===== src/rtl/ref_phase_pkg.sv =====
package ref_phase_pkg;
    // fraction bits of one reference cycle (1/512 cycle per LSB)
    localparam int unsigned PH_BITS = 9;
    localparam int unsigned BYTE_W  = 8;
    localparam int unsigned STAT_W  = 2 * BYTE_W;

    typedef logic signed [PH_BITS-1:0] ph_sample_t;
endpackage


===== src/rtl/rpm_edge_sync.sv =====
module rpm_edge_sync #(
    parameter int unsigned STAGES = 2
) (
    input  logic clk_i,
    input  logic rst_ni,
    input  logic sig_i,
    output logic rise_o
);
    typedef struct packed {
        logic [STAGES-1:0] pipe;
        logic              last;
    } sync_t;

    sync_t s_d, s_q;

    always_comb begin
        s_d         = s_q;
        s_d.pipe[0] = sig_i;
        for (int i = 1; i < int'(STAGES); i++) begin
            s_d.pipe[i] = s_q.pipe[i-1];
        end
        s_d.last = s_q.pipe[STAGES-1];
    end

    always_ff @(posedge clk_i or negedge rst_ni) begin
        if (!rst_ni) s_q <= '0;
        else         s_q <= s_d;
    end

    assign rise_o = s_q.pipe[STAGES-1] & ~s_q.last;
endmodule


===== src/rtl/rpm_interval.sv =====
module rpm_interval
    import ref_phase_pkg::*;
#(
    parameter int unsigned CNT_W = 12,
    localparam int unsigned PER_W = CNT_W + 1
) (
    input  logic             clk_i,
    input  logic             rst_ni,
    input  logic             a_rise_i,
    input  logic             b_rise_i,
    output logic             smp_vld_o,
    output ph_sample_t       smp_o,
    output logic [PER_W-1:0] period_o
);
    localparam int unsigned     DIV_W   = PER_W + PH_BITS;
    localparam logic [CNT_W-1:0] CNT_MAX = '1;

    typedef struct packed {
        logic [CNT_W-1:0] since;   // ticks since the last A edge
        logic [PER_W-1:0] period;  // ticks between the last two A edges
        logic             seen;    // one A edge observed
        logic             armed;   // period holds a real measurement
    } tmr_t;

    tmr_t t_d, t_q;
    logic [PER_W-1:0] lag;
    logic [DIV_W-1:0] scaled, divisor;

    always_comb begin
        t_d     = t_q;
        lag     = a_rise_i ? '0 : PER_W'(t_q.since) + PER_W'(1);
        scaled  = {lag, {PH_BITS{1'b0}}};
        divisor = {{PH_BITS{1'b0}}, (t_q.armed ? t_q.period : PER_W'(1))};
        smp_o   = PH_BITS'(scaled / divisor);

        if (a_rise_i) begin
            if (t_q.seen) begin
                t_d.period = PER_W'(t_q.since) + PER_W'(1);
                t_d.armed  = 1'b1;
            end
            t_d.seen  = 1'b1;
            t_d.since = '0;
        end else if (t_q.since != CNT_MAX) begin
            t_d.since = t_q.since + 1'b1;
        end
    end

    always_ff @(posedge clk_i or negedge rst_ni) begin
        if (!rst_ni) t_q <= '0;
        else         t_q <= t_d;
    end

    assign smp_vld_o = b_rise_i & t_q.armed;
    assign period_o  = t_q.period;
endmodule


===== src/rtl/rpm_iir.sv =====
module rpm_iir
    import ref_phase_pkg::*;
#(
    parameter int unsigned OUT_W = 16,
    parameter int unsigned SHIFT = 4
) (
    input  logic             clk_i,
    input  logic             rst_ni,
    input  logic             clear_i,
    input  logic             smp_vld_i,
    input  ph_sample_t       smp_i,
    output logic [OUT_W-1:0] y_o
);
    localparam int unsigned ACC_W = OUT_W + SHIFT;

    typedef struct packed {
        logic [ACC_W-1:0] acc;
    } iir_t;

    iir_t f_d, f_q;
    logic signed [ACC_W-1:0] target, step;

    always_comb begin
        f_d    = f_q;
        target = ACC_W'(smp_i) <<< SHIFT;
        step   = ($signed(target) - $signed(f_q.acc)) >>> SHIFT;
        if (clear_i) begin
            f_d.acc = '0;
        end else if (smp_vld_i) begin
            f_d.acc = f_q.acc + step;
        end
    end

    always_ff @(posedge clk_i or negedge rst_ni) begin
        if (!rst_ni) f_q <= '0;
        else         f_q <= f_d;
    end

    assign y_o = OUT_W'($signed(f_q.acc) >>> SHIFT);
endmodule


===== src/rtl/ref_phase_meter.sv =====
module ref_phase_meter
    import ref_phase_pkg::*;
#(
    parameter int unsigned NUM_REFS    = 4,
    parameter int unsigned SYNC_STAGES = 2,
    parameter int unsigned CNT_W       = 12,
    parameter int unsigned FILT_SHIFT  = 4,
    localparam int unsigned SEL_W      = (NUM_REFS > 1) ? $clog2(NUM_REFS) : 1
) (
    input  logic                clk_i,
    input  logic                rst_ni,
    input  logic                meas_en_i,
    input  logic                fb_clk_i,
    input  logic [NUM_REFS-1:0] ref_clk_i,
    input  logic [SEL_W-1:0]    master_sel_i,
    input  logic [SEL_W-1:0]    standby_sel_i,
    input  logic                rd_en_i,
    input  logic                rd_addr_i,
    output logic [BYTE_W-1:0]   rd_data_o,
    output logic [STAT_W-1:0]   status_o
);
    localparam int unsigned PER_W = CNT_W + 1;

    typedef struct packed {
        logic [BYTE_W-1:0] hi_hold;
    } rd_t;

    rd_t r_d, r_q;

    logic [1:0]       src, rise;
    logic             smp_vld;
    ph_sample_t       smp;
    logic [PER_W-1:0] period_w;

    // index 0 = detector input A, index 1 = detector input B
    assign src[0] = meas_en_i ? ref_clk_i[master_sel_i] : fb_clk_i;
    assign src[1] = ref_clk_i[standby_sel_i];

    for (genvar g = 0; g < 2; g++) begin : g_sync
        rpm_edge_sync #(.STAGES(SYNC_STAGES)) u_sync (
            .clk_i (clk_i),
            .rst_ni(rst_ni),
            .sig_i (src[g]),
            .rise_o(rise[g])
        );
    end

    rpm_interval #(.CNT_W(CNT_W)) u_interval (
        .clk_i    (clk_i),
        .rst_ni   (rst_ni),
        .a_rise_i (rise[0]),
        .b_rise_i (rise[1]),
        .smp_vld_o(smp_vld),
        .smp_o    (smp),
        .period_o (period_w)
    );

    rpm_iir #(.OUT_W(STAT_W), .SHIFT(FILT_SHIFT)) u_iir (
        .clk_i    (clk_i),
        .rst_ni   (rst_ni),
        .clear_i  (~meas_en_i),
        .smp_vld_i(smp_vld),
        .smp_i    (smp),
        .y_o      (status_o)
    );

    always_comb begin
        r_d = r_q;
        if (rd_en_i && !rd_addr_i) begin
            r_d.hi_hold = status_o[STAT_W-1:BYTE_W];
        end
    end

    always_ff @(posedge clk_i or negedge rst_ni) begin
        if (!rst_ni) r_q <= '0;
        else         r_q <= r_d;
    end

    assign rd_data_o = rd_addr_i ? r_q.hi_hold : status_o[BYTE_W-1:0];
endmodule


===== config.mk =====
export PLATFORM = sky130hd
export DESIGN_NAME = ref_phase_meter
export DESIGN_NICKNAME = d
export VERILOG_FILES = /design/src/rtl/ref_phase_pkg.sv /design/src/rtl/rpm_edge_sync.sv /design/src/rtl/rpm_interval.sv /design/src/rtl/rpm_iir.sv /design/src/rtl/ref_phase_meter.sv
export SDC_FILE = /design/constraint.sdc
export NUM_CORES = 1
export LEC_CHECK = 0
export ABC_AREA = 1
export BUFFER_PORTS_ARGS = -buffer_cell sky130_fd_sc_hd__buf_2
export CAP_MARGIN = 20
export CORE_MARGIN = 2
export CORE_UTILIZATION = 60
export CTS_CLUSTER_DIAMETER = 120
export DETAILED_ROUTE_END_ITERATION = 16
export HOLD_SLACK_MARGIN = 0.02
export PLACE_DENSITY_LB_ADDON = 0.08
export SYNTH_ARGS = -nofsm -noshare
export SYNTH_HDL_FRONTEND = slang
export SYNTH_SLANG_ARGS = --single-unit

===== constraint.sdc =====
create_clock -name clk_i -period 130.6 [get_ports clk_i]
set_clock_uncertainty 0.15 [all_clocks]
set_input_delay 19.59 -clock clk_i [delete_from_list [all_inputs] [get_ports clk_i]]
set_output_delay 19.59 -clock clk_i [all_outputs]
set_load 0.01 [all_outputs]

# Word level (Yosys, flattened, before mapping)
# Index checks and enable logic that the tools add are counted.
[classes] n_addsub=4 mul=0 div_mod_pow=1 magnitude_cmp=2 n_eq_ne=2 n_shift=0 mux=12 bitwise_logic=5 reduce_logical=4
[ops] cell="$mux 20" n=2
[ops] cell="$mux 13" n=2
[ops] cell="$mux 12" n=2
[ops] cell="$div 22x13->22" n=1
[ops] cell="$add 20x20->20" n=1
[ops] cell="$sub 13x20->20" n=1
[ops] cell="$add 12x1->13 const B" n=1
[ops] cell="$add 12x1->12 const B" n=1
[ops] cell="$ne 12x12->1 const B" n=1
[ops] cell="$mux 8" n=1
[ops] cell="$lt 2x3->1 const B" n=2
[ops] cell="$bmux 1 s2" n=2
[ops] cell="$and 1x1->1" n=3
[ops] cell="$mux 1" n=3
[ops] cell="$ne 2x1->1 const B" n=1
[ops] cell="$not 1->1" n=2
[ops] cell="$reduce_and 2->1" n=1
[ops] cell="$reduce_bool 2->1" n=1
[ops] cell="$logic_and 1x1->1" n=1
[ops] cell="$logic_not 1->1" n=1
[totals] register_bits=61 latchBits=0 mem_bits_rw=0 mem_bits_ro=0 input_bits=14 out_inout_bits=24 word_cells=40 mem_count=0

# Logic depth before layout (Yosys ltp)
[depth] word_depth=8 depth_mapped=382 mapped_depth_nobuf=359

# By module
# Synthesis repeated with hierarchy kept, for this count alone.
[hier_totals] hier_cells=2671 hier_area_um2=16448.3
[by_module_without_submodules] mod="rpm_interval" instances=1 cells_per_inst=2120 area_per_inst_um2=12739.7
[by_module_without_submodules] mod="rpm_iir" instances=1 cells_per_inst=458 area_per_inst_um2=2984.1
[by_module_without_submodules] mod="ref_phase_meter" instances=1 cells_per_inst=83 area_per_inst_um2=554.3
[by_module_without_submodules] mod="rpm_edge_sync" instances=2 cells_per_inst=5 area_per_inst_um2=85.1

# Worst setup path before layout
# Ideal clock, no wire load.
[synth_timing] kind="reg-to-reg" startpoint="reg u_interval.t_q[0] (netlist bit)" endpoint="reg u_iir.f_q[19] (netlist bit)" setup_time_ns=0.140 t_arrival_ns=45.036 required_ns=130.310 slack_ns=85.274 path_stages_with_launch=356 path_buffers=27 cell_sequence="dfrtp_1 > buf_6 > inv_2 > nor2_4 > buf_1 > buf_1 > ha_1 > inv_1 > nand2_1 > nand3_1 > nor2_2 > nand2_1 > nand2_1 > and2_1 > ha_1 > inv_1 > o21bai_1 > nand3_1 > [320 not listed] > a21o_1 > a21oi_1 > o21bai_1 > xor2_1 > ha_1 > nand2_1 > o21ai_0 > inv_1 > nor2_1 > nor2_1 > o21bai_1 > nand2_1 > inv_1 > o21ai_0 > nand2_1 > xor2_1 > xor2_1 > o22ai_1"
[synth_between] elab_chain_len=6 word_cells_on_any_way=8 cone_classes="2 x add/sub; 1 x div; 1 x eq/ne; 3 x mux; 1 x bitwise"
[synth_lines] element="start, declared" line_no="rpm_interval.sv:25" rtl="tmr_t t_d, t_q;"
[synth_lines] element="start signal, assigned" line_no="rpm_interval.sv:50" rtl="else t_q <= t_d;"
[synth_lines] element="$mux 13" line_no="rpm_interval.sv:33" rtl="divisor = {{PH_BITS{1'b0}}, (t_q.armed ? t_q.period : PER_W'(1))};"
[synth_lines] element="$div 22x13->22" line_no="rpm_interval.sv:34" rtl="smp_o = PH_BITS'(scaled / divisor);"
[synth_lines] element="$sub 13x20->20" line_no="rpm_iir.sv:26" rtl="step = ($signed(target) - $signed(f_q.acc)) >>> SHIFT;"
[synth_lines] element="$add 20x20->20" line_no="rpm_iir.sv:30" rtl="f_d.acc = f_q.acc + step;"
[synth_lines] element="$mux 20" line_no="rpm_iir.sv:29" rtl="end else if (smp_vld_i) begin"
[synth_lines] element="$mux 20" line_no="rpm_iir.sv:27" rtl="if (clear_i) begin"
[synth_lines] element="end signal, assigned" line_no="rpm_iir.sv:35" rtl="if (!rst_ni) f_q <= '0;"
[synth_lines] element="end signal, assigned" line_no="rpm_iir.sv:36" rtl="else f_q <= f_d;"
[synth_lines] element="end, declared" line_no="rpm_iir.sv:20" rtl="iir_t f_d, f_q;"
# Several ways; a longest one is shown, not always the timed one. The select of a mux whose other input is x is not followed.
# A chain may end at the register's enable or synchronous reset.

# Worst setup path in the final report
[layout_timing] startpoint="reg u_interval.t_q[15] (netlist bit)" endpoint="reg u_iir.f_q[19] (netlist bit)"
[layout_between] elab_chain_len=7
[layout_lines] element="$add 12x1->13" line_no="rpm_interval.sv:31" rtl="lag = a_rise_i ? '0 : PER_W'(t_q.since) + PER_W'(1);"
[layout_lines] element="$mux 13" line_no="rpm_interval.sv:31"
[layout_lines] element="$div 22x13->22" line_no="rpm_interval.sv:34"
[layout_lines] element="$sub 13x20->20" line_no="rpm_iir.sv:26"
[layout_lines] element="$add 20x20->20" line_no="rpm_iir.sv:30"
[layout_lines] element="$mux 20" line_no="rpm_iir.sv:29"
[layout_lines] element="$mux 20" line_no="rpm_iir.sv:27"
# No other way between the ends. The select of a mux whose other input is x is not followed.

==> metrics.md <==
| Metric | Value |
|---|---|
| Status | `completed` |
| Layout cells sized above 1 | `0.0940` |
| Number of flops mapped to enable cells by yosys | `0` |
| Starting Density | `0.612` |
| Mapped Cells | `approximately 2400` |
| Setup Fix Bufs, Post-CTS | `0` |
| Hold path startpoint | `g_sync[1].u_sync.s_d[2]` |
| Hold buffers post-CTS | `0` |
| DRT iter0 DRCs | `between 800 and 900` |
| Via density | `5.57` |
| Post-DP HPWL | `31400 um` |
| Chip Height | `approximately 160 um` |
| Max-slew violations | `0` |
| TritonCTS clock tree | `built` |
| Final setup viols | `0` |
| Worst slew pin tran | `1.00 ns` |
| CP required | `roughly 130 ns` |
| Vias in the first global route | `14300` |
| Largest net degree at the start of global routing | `54` |
| Via count | `15500` |
| Fin crit period | `approximately 50 ns` |
| Area of the multi-input gates | `between 10000 and 15000 um2` |
| H-tree Lvls | `3` |
| RSZ-0062 raised after global routing | `no` |
| Die area | `27000 um2` |
| FMAX | `just under 0.02 GHz` |
| Syn Area/Cell | `6.31 um2` |
| Layout Area Growth over Synthesis | `4.14%` |
| Flop2flop setup slack | `~79 ns` |
| Post-CTS sizing | `0` |
| Max incr delay on CP | `0.64 ns` |
| Initial antenna violation count | `0` |
| Synth cell count leaders | `nand2_1, inv_1, ha_1` |
| R2R Path Start | `u_interval.t_q[15]` |
| Hold Crit Depth | `0` |
| Post-DR wirelength/cell | `roughly 14 um` |
| Grt ovf | `0` |
| Clock latency at the later pin of the worst-skew pair | `approximately 0.34 ns` |
| First-pass GRT wire length | `about 67000 um` |
| Top-count cell post-synth | `nand2_1` |
| Hold Path Class | `register to register` |
| Post-Synthesis Net Count | `2695` |
| Maxcap violations | `0` |
| Final number of hold-violating endpoints | `0` |
| Syn. warnings | `0` |
| # IOs | `38` |
| Tcrit/Tclk final | `0.394` |
| Post-synth top flop | `dfrtp_1` |
| Sink Count | `roughly 60` |
| Terminus of the critical flop-to-flop path | `u_iir.f_q[19]` |
| Area leader, netlist | `ha_1` |
| CP Class | `register to register` |
| Worst r2r path cells | `around 330` |
| Rows | `slightly below 60` |
| Synth Register Bits | `just over 60` |
| Clock slew seen by the registers of the worst setup and hold paths | `approximately 0.050 ns` |
| First-pass DRT Iterations | `5` |
| Worst slew margin | `0.330` |
| Crit-path max FO | `25` |
| Routed wire length | `roughly 40000 um` |
| Distinct cells, synth | `64` |
| Post-route ant nets | `0` |
| Gpl congestion | `0.913` |
| All-layer global routing usage | `0.301` |
| Filler instances | `around 2400` |
| Fin nets | `roughly 2700` |
| Crit start category | `register` |
| Synth async-reset ratio | `1.00` |
| Setup tns final | `0 ns` |
| Top post-synthesis cells by area | `ha_1, nand2_1, dfrtp_1` |
| DRC | `0` |
| Core region area | `about 25000 um2` |
| Root Buffer | `clkbuf_16` |
| Total CTS buffers | `9` |
| Crit path top cell by count | `nand2_1` |
| Inserted Diodes | `0` |
| Die width | `around 160 um` |
| Worst EP arrival | `~52 ns` |
| Clk buf depth | `2` |
| Post-synth top area share | `0.192` |
| Mapped Area | `15400 um2` |
| FF/Latch Area | `~1500 um2` |
| Crit-path slowest cell | `a2111oi_0` |
| Sequential area share after synthesis | `0.0991` |
| WHS Endpoint | `g_sync[1].u_sync.s_d[0]` |
| Setup crit end kind | `register` |
| I/O Buffers | `37` |
-- cell type report --
cell class / count / share of cell area
Tap cell: 330 / 0.0257
Clock buffer: 11 / 0.0158
Clock inverter: 5 / 0.00367
Timing Repair Buffer: 44 / 0.0148
Multi-Input combinational cell: 1972 / 0.762
Sequential cell: 61 / 0.0951
Inverter: 355 / 0.0831
-- sequential cells by signal, indices dropped and copies added, names as in the netlist --
signal,cells
g_sync.u_sync.s_d,4
g_sync.u_sync.s_q,2
r_q,8
u_iir.f_q,20
u_interval.period_o,13
u_interval.t_q,14
-- metal layers --
layer / wire length (um) / track usage
met5: 0 / 0
met4: 828 / 0.0666
met3: 1700 / 0.0293
met2: 18500 / 0.526
met1: 18900 / 0.400
-- worst max path at each step --
| stage | slack (ns) | startpoint | to | depth (start not counted) |
|---|---|---|---|---|
| global route | 72.53 | u_interval.t_q[15] | u_iir.f_q[19] | 334 |
| detailed placement | 79.97 | u_interval.t_q[15] | u_iir.f_q[19] | 333 |
| floorplan | 85.27 | u_interval.t_q[0] | u_iir.f_q[19] | 355 |
| CTS | 79.71 | u_interval.t_q[15] | u_iir.f_q[19] | 332 |
| global placement | 81.53 | u_interval.t_q[15] | u_iir.f_q[19] | 331 |
| finish | 79.08 | u_interval.t_q[15] | u_iir.f_q[19] | 332 |
-- worst max-delay path, delay by kind of cell, from the launching register on --
family / cells / cell delay, ns
xor gates and xnor gates: 3 / 0.54
DFF: 1 / 0.46
and+or+nand+nor: 170 / 18.23
adders and majority gates: 26 / 8.09
buffers and inverters: 32 / 5.25
AOI/OAI and AO/OA: 101 / 18.44
-- cells by family after synthesis --
logic type | Yosys count | share of synthesized area
compound gates | 452 | 0.171
flops | 61 | 0.0991
simple gates | 1110 | 0.330
buf+inv | 410 | 0.108
fa+ha+maj | 238 | 0.194
xor+xnor | 172 | 0.0983
-- metrics by stage --
step / utilization / setup WS (ns) / hold WS (ns) / instance area (um2) / std cells
2_1_floorplan: - / 85.27 / 0.181 / 15400 / 2443
3_3_place_gp: 0.625 / 81.53 / 0.185 / 15700 / 2762
3_5_place_dp: 0.625 / 79.97 / 0.191 / 15700 / 2762
4_1_cts: 0.637 / 79.71 / 0.203 / 16000 / 2778
5_1_grt: 0.637 / 72.53 / 0.214 / 16000 / 2778
6_report: 0.637 / 79.08 / 0.202 / 16000 / 2778
-- cell usage in the layout, fill, tap and decap left out, drive strengths merged, types with 61 or more instances in the layout --
cell type  synthesis  routed
dfrtp             61      61
nor2             174     174
a21oi            121     121
xor2              99      99
inv              351     351
nand2            666     666
nand3            158     158
o21ai            220     220
xnor2             73      73
ha               236     236
Power is not shown: default switching activity piles up to over one toggle a cycle in this logic, so the estimate is an artifact.
